## src/rtl/bcd_rtc_core.sv

```systemverilog
module bcd_rtc_core #(
  parameter int TICKS_PER_SEC = 32768
) (
  input  logic       clk,
  input  logic       rst_n,
  input  logic       tick_en,
  input  logic       wr_en,
  input  logic [4:0] addr,
  input  logic [7:0] wdata,
  output logic [7:0] rdata,
  output logic       alarm_irq
);
  localparam int PW = ($clog2(TICKS_PER_SEC) > 15) ? $clog2(TICKS_PER_SEC) + 2 : 17;
  localparam logic signed [PW-1:0] LAST_TICK = PW'(TICKS_PER_SEC - 1);
  localparam logic signed [PW-1:0] ONE = 1;

  logic [7:0] live [7];
  logic [7:0] nxt [7];
  logic [7:0] stage [7];
  logic [7:0] shadow [7];
  logic [7:0] alarm [6];
  logic run, snap_q, comp_en, osc_en, running, flag, alarm_ie;
  logic [7:0] comp_lo, comp_hi;
  logic signed [PW-1:0] presc, presc_nxt;
  logic alarm_hit;

  function automatic logic [7:0] rst_time(input int i);
    return (i == 3 || i == 4) ? 8'h01 : 8'h00;
  endfunction

  function automatic logic [7:0] bcd_inc(input logic [7:0] v);
    return (v[3:0] == 4'h9) ? {v[7:4] + 4'h1, 4'h0} : v + 8'h01;
  endfunction

  function automatic logic [7:0] month_last(input logic [7:0] mo, input logic [7:0] yr);
    logic [6:0] yb;
    yb = 7'(yr[7:4]) * 7'd10 + 7'(yr[3:0]);
    case (mo)
      8'h02: return (yb[1:0] == 2'b00) ? 8'h29 : 8'h28;
      8'h04, 8'h06, 8'h09, 8'h11: return 8'h30;
      default: return 8'h31;
    endcase
  endfunction

  wire wr_ctrl  = wr_en && addr == 5'd16;
  wire load_req = wr_ctrl && wdata[3];
  wire snap_req = wr_ctrl && wdata[1] && !snap_q;
  wire flag_clr = wr_en && addr == 5'd18 && wdata[1];
  wire adv      = run && osc_en && tick_en;
  wire sec_step = adv && (presc >= LAST_TICK);
  wire [15:0] comp_val = {comp_hi, comp_lo};
  wire comp_hit = comp_en && live[0] == 8'h00 && live[1] == 8'h00;

  assign alarm_irq = flag && alarm_ie;

  always_comb begin
    for (int i = 0; i < 7; i++) nxt[i] = live[i];
    presc_nxt = adv ? presc + ONE : presc;
    if (sec_step) begin
      presc_nxt = comp_hit ? {{(PW-16){comp_val[15]}}, comp_val} : '0;
      if (live[0] == 8'h59) begin
        nxt[0] = 8'h00;
        if (live[1] == 8'h59) begin
          nxt[1] = 8'h00;
          if (live[2] == 8'h23) begin
            nxt[2] = 8'h00;
            nxt[6] = (live[6] == 8'h06) ? 8'h00 : live[6] + 8'h01;
            if (live[3] == month_last(live[4], live[5])) begin
              nxt[3] = 8'h01;
              if (live[4] == 8'h12) begin
                nxt[4] = 8'h01;
                nxt[5] = (live[5] == 8'h99) ? 8'h00 : bcd_inc(live[5]);
              end else nxt[4] = bcd_inc(live[4]);
            end else nxt[3] = bcd_inc(live[3]);
          end else nxt[2] = bcd_inc(live[2]);
        end else nxt[1] = bcd_inc(live[1]);
      end else nxt[0] = bcd_inc(live[0]);
    end
    if (load_req) begin
      for (int i = 0; i < 7; i++) nxt[i] = stage[i];
      presc_nxt = '0;
    end
  end

  always_comb begin
    alarm_hit = sec_step && !load_req;
    for (int i = 0; i < 6; i++)
      if (nxt[i] != alarm[i]) alarm_hit = 1'b0;
  end

  always_ff @(posedge clk) begin
    if (!rst_n) begin
      for (int i = 0; i < 7; i++) begin
        live[i]   <= rst_time(i);
        stage[i]  <= rst_time(i);
        shadow[i] <= rst_time(i);
      end
      for (int i = 0; i < 6; i++) alarm[i] <= 8'h00;
      presc    <= '0;
      run      <= 1'b0;
      snap_q   <= 1'b0;
      comp_en  <= 1'b0;
      osc_en   <= 1'b0;
      running  <= 1'b0;
      flag     <= 1'b0;
      alarm_ie <= 1'b0;
      comp_lo  <= 8'h00;
      comp_hi  <= 8'h00;
    end else begin
      for (int i = 0; i < 7; i++) live[i] <= nxt[i];
      presc   <= presc_nxt;
      running <= run && osc_en;
      flag    <= alarm_hit || (flag && !flag_clr);
      if (snap_req)
        for (int i = 0; i < 7; i++) shadow[i] <= nxt[i];
      if (wr_en) begin
        if (addr <= 5'd6) stage[addr[2:0]] <= wdata;
        else if (addr >= 5'd8 && addr <= 5'd13) alarm[addr[2:0]] <= wdata;
        else case (addr)
          5'd16: begin run <= wdata[0]; snap_q <= wdata[1]; comp_en <= wdata[2]; end
          5'd17: osc_en   <= wdata[0];
          5'd19: alarm_ie <= wdata[0];
          5'd20: comp_lo  <= wdata;
          5'd21: comp_hi  <= wdata;
          default: ;
        endcase
      end
    end
  end

  always_comb begin
    rdata = 8'h00;
    if (addr <= 5'd6) rdata = shadow[addr[2:0]];
    else if (addr >= 5'd8 && addr <= 5'd13) rdata = alarm[addr[2:0]];
    else case (addr)
      5'd16: rdata = {5'b0, comp_en, snap_q, run};
      5'd17: rdata = {7'b0, osc_en};
      5'd18: rdata = {6'b0, flag, running};
      5'd19: rdata = {7'b0, alarm_ie};
      5'd20: rdata = comp_lo;
      5'd21: rdata = comp_hi;
      default: rdata = 8'h00;
    endcase
  end
endmodule

```

## config.mk

```make
export PLATFORM = sky130hd
export DESIGN_NAME = bcd_rtc_core
export DESIGN_NICKNAME = d
export VERILOG_FILES = /design/src/rtl/bcd_rtc_core.sv
export SDC_FILE = /design/constraint.sdc
export NUM_CORES = 1
export LEC_CHECK = 0
export CAP_MARGIN = 10
export CORE_UTILIZATION = 50
export DETAILED_ROUTE_END_ITERATION = 12
export PLACE_DENSITY = 0.64
export SYNTH_ARGS = -nofsm -noshare
export SYNTH_HDL_FRONTEND = slang
export SYNTH_SLANG_ARGS = --single-unit
```

## constraint.sdc

```tcl
create_clock -name clk -period 5.03 [get_ports clk]
set_clock_uncertainty 0.05 [all_clocks]
set_input_delay 1.006 -clock clk [delete_from_list [all_inputs] [get_ports clk]]
set_output_delay 1.006 -clock clk [all_outputs]
set_load 0.005 [all_outputs]
```

==> results.md <==
* Status: finished, final reports clean
* Most common cell after layout, fill and taps aside: nor2_1
* Max VDD drop at 0.256 mV
* Type of the worst setup path: in2out
* Finish-stage setup viols at 0
* Comb pwr share at 6.6%
* CP arrival at 3.44 ns
* EDFF count, synth at 152
* Commonest non-fill, non-tap cells in the layout: nor2_1, edfxtp_1, dfxtp_1
* Die height at 172 um
* Largest net degree at the start of global routing at 72
* Initial Util at 51.4%
* I/O pin count at 26
* Nets at 1560
* Avg WL per Cell at 26.2 um
* Core area at 28000 sq um
* Internal power at 3.62 mW
* Yosys reg bits at 256
* Netlist cell types at 91
* Leak at 5.78 nW
* Port buffer count at 25
* Max Cap Viol at 0
* Switching power total at 1.16 mW
* Die ar. at 29500 sq um
* Net Count, Synth at 1537
* Worst Tran Pin Value at 1.24 ns
* Fillcell total at 2493
* Critical Path Sink Type: output port
* Initial antenna violation count at 3
* Root cell of the clock tree: clkbuf_16
* Final hold violations at 0
* Max Fanout on Critical Path at 25
* Slew margin rel. at 17.0%
* Cell row count at 61
* YS warnings at 0
* Top_reg_cell synth: edfxtp_1
* Final Cycle Share at 89.4%
* Sink Count at 256
* Htree depth at 1
* Post-CTS sizing at 0
* TritonCTS clock tree: done
* Clock buffer count from CTS at 29
* CP dominant cell by count: o21ai_0
* Pre-CTS setup slack at 0.296 ns
* Final wirelength at 50.3 mm
* Register area share after synthesis at 46.2%
* Fin. max-slew vios at 0
* Total track usage at 34.5%
* Syn avg cell area at 9.65 sq um
* Hold-fix buffers, CTS at 0
* Min Hold Slack at 0.430 ns
* Fmax at 222 MHz
* Layout cells sized above 1 at 10.5%
* Remaining DRCs at 0
* Global-route wire length before repair at 72.9 mm
* WP buf/inv at 2
* Syn Inst Count at 1491
* Critical Path, Cell by Cell: buf_2, mux4_2, nand2_1, o21ai_0, a221oi_1, o21ai_0, clkdlybuf4s50_1
* Final std cells w/o fill at 1917
* Crit-path leading delay family: buffers and inverters
* First DRT Iteration DRCs at 1386
* Slowest-stage cell, CP: mux4_2
* Via count at 12200
* WP data required at 3.97 ns
* Placed Cells incl. Taps at 1861
* GRT overflow at 0
* Type of origin of the critical path: primary input
* Clock power frac at 44.5%
* Layout area overhead at 12.8%
* Clock period minus worst slack at 4.50 ns
* PD cells at 294 nW/um^2
* Largest stage delay, worst path at 0.64 ns
* Drt first pass iters at 6
* Hold WC Path Type: reg2reg
* Setup TNS at 0 ns
* Final worst slack at 0.533 ns
* CTS max path bufs at 3
* Clock Latency Late Sink at 0.57 ns
* Power share of the sequential group at 48.9%
* RSZ-0062 raised after global routing: false
* Antenna Nets Post-Route at 0
* Vias in the first global route at 11200
* Die X at 172 um
* Reg clk slew, reported paths at 0.06 ns
* Setup Buffers After CTS at 0
* Switching share of power at 24.2%
* Dpl hpwl at 36.6 mm
* Vias per std cell at 6.35
* Fraction of registers with async set/reset at 0%
* Post-Synthesis Cell Area at 14400 sq um
* Gpl congestion at 0.970
==> flip-flops by register name, indices dropped and copies added (netlist names), 8 cells and up <==
| register | count |
|---|---|
| shadow | 56 |
| comp_lo | 8 |
| live | 56 |
| stage | 56 |
| alarm | 48 |
| comp_hi | 8 |
| presc | 17 |
==> cell type report <==
type                            instances  area [sq um]  area share (%)
Antenna cell                            2          5.00          0.0308
Clock buffer                           38           801            4.94
Clock inverter                         16           151           0.933
Inverter                               35           131           0.810
Multi-Input combinational cell       1106          7280            44.9
Sequential cell                       256          6650            41.0
Tap cell                              378           473            2.92
Timing Repair Buffer                   86           736            4.53
==> worst paths after layout <==
path / endpoint / start / cells after the start / slack [ns]
worst max-delay path: rdata[2] / addr[0] / 7 / 0.53
worst min-delay path: live[0][50] / stage[6][2] / 2 / 0.43
worst max register to register: flag / presc[0] / 12 / 0.55
worst min register to register: live[0][50] / stage[6][2] / 2 / 0.43
==> metrics by stage <==
stage | utilization (%) | area, sq um | power [mW]
after floorplan | - | 14400 | 2.52
after global placement | 54.5 | 15300 | 2.68
after detailed placement | 54.5 | 15300 | 2.68
after CTS | 57.9 | 16200 | 4.78
after global routing | 57.9 | 16200 | 4.89
final | 57.9 | 16200 | 4.78
==> Yosys cell counts (6+ instances only) <==
| master | count | area [sq um] |
|---|---|---|
| a2111oi_0 | 6 | 52.6 |
| a211oi_1 | 15 | 113 |
| a21oi_1 | 62 | 310 |
| a22oi_1 | 13 | 97.6 |
| a31oi_1 | 20 | 125 |
| and2_1 | 88 | 551 |
| and3_1 | 28 | 175 |
| buf_1 | 12 | 45.0 |
| clkbuf_1 | 78 | 293 |
| dfxtp_1 | 104 | 2080 |
| edfxtp_1 | 152 | 4560 |
| ha_1 | 29 | 363 |
| inv_1 | 34 | 128 |
| mux2i_1 | 64 | 641 |
| mux4_2 | 17 | 383 |
| nand2_1 | 88 | 330 |
| nand2b_1 | 17 | 106 |
| nand3_1 | 45 | 225 |
| nand3b_1 | 10 | 75.1 |
| nand4_1 | 22 | 138 |
| nor2_1 | 197 | 739 |
| nor2b_1 | 19 | 119 |
| nor3_1 | 43 | 215 |
| nor3b_1 | 7 | 52.6 |
| nor4_1 | 20 | 125 |
| o211ai_1 | 17 | 128 |
| o21a_1 | 7 | 52.6 |
| o21ai_0 | 68 | 340 |
| o21ai_1 | 6 | 30.0 |
| o221ai_1 | 8 | 70.1 |
| o31ai_1 | 8 | 60.1 |
| or2_2 | 7 | 43.8 |
| or3_1 | 12 | 75.1 |
| or4_1 | 6 | 45.0 |
| xnor2_1 | 23 | 201 |
| xor2_1 | 32 | 280 |
==> tightest hold or removal path, stage by stage (launching register included) <==
cell	delay, ns
dfxtp_1	0.31
nand2_1	0.06
a21oi_1	0.06
==> logic make-up after synthesis <==
group / Yosys count / synth area share (%)
XOR/XNOR: 55 / 3.35
multiplexers: 85 / 7.43
AO/OA/AOI/OAI: 301 / 14.3
flip-flops: 256 / 46.2
AND/OR/NAND/NOR: 636 / 22.7
buffers and inverters: 129 / 3.46
adder cells (fa/ha/maj): 29 / 2.52
==> layer usage <==
layer,up-vias,wire length [um],global-route usage (%)
met5,-,0,0
met4,0,2440,15.8
met3,147,5050,8.70
met2,624,22300,52.3
met1,5847,20500,46.2
li1,5564,-,-
==> power groups by stage <==
| stage | Combinational (mW) | Sequential [mW] | Clock [mW] |
|---|---|---|---|
| final | 0.314 | 2.34 | 2.13 |
| after global routing | 0.329 | 2.34 | 2.22 |
| after CTS | 0.308 | 2.33 | 2.14 |
| after detailed placement | 0.305 | 2.38 | 0 |
| after global placement | 0.305 | 2.38 | 0 |
| after floorplan | 0.170 | 2.35 | 0 |
No activity file was read; power rests on OpenSTA's default activity.
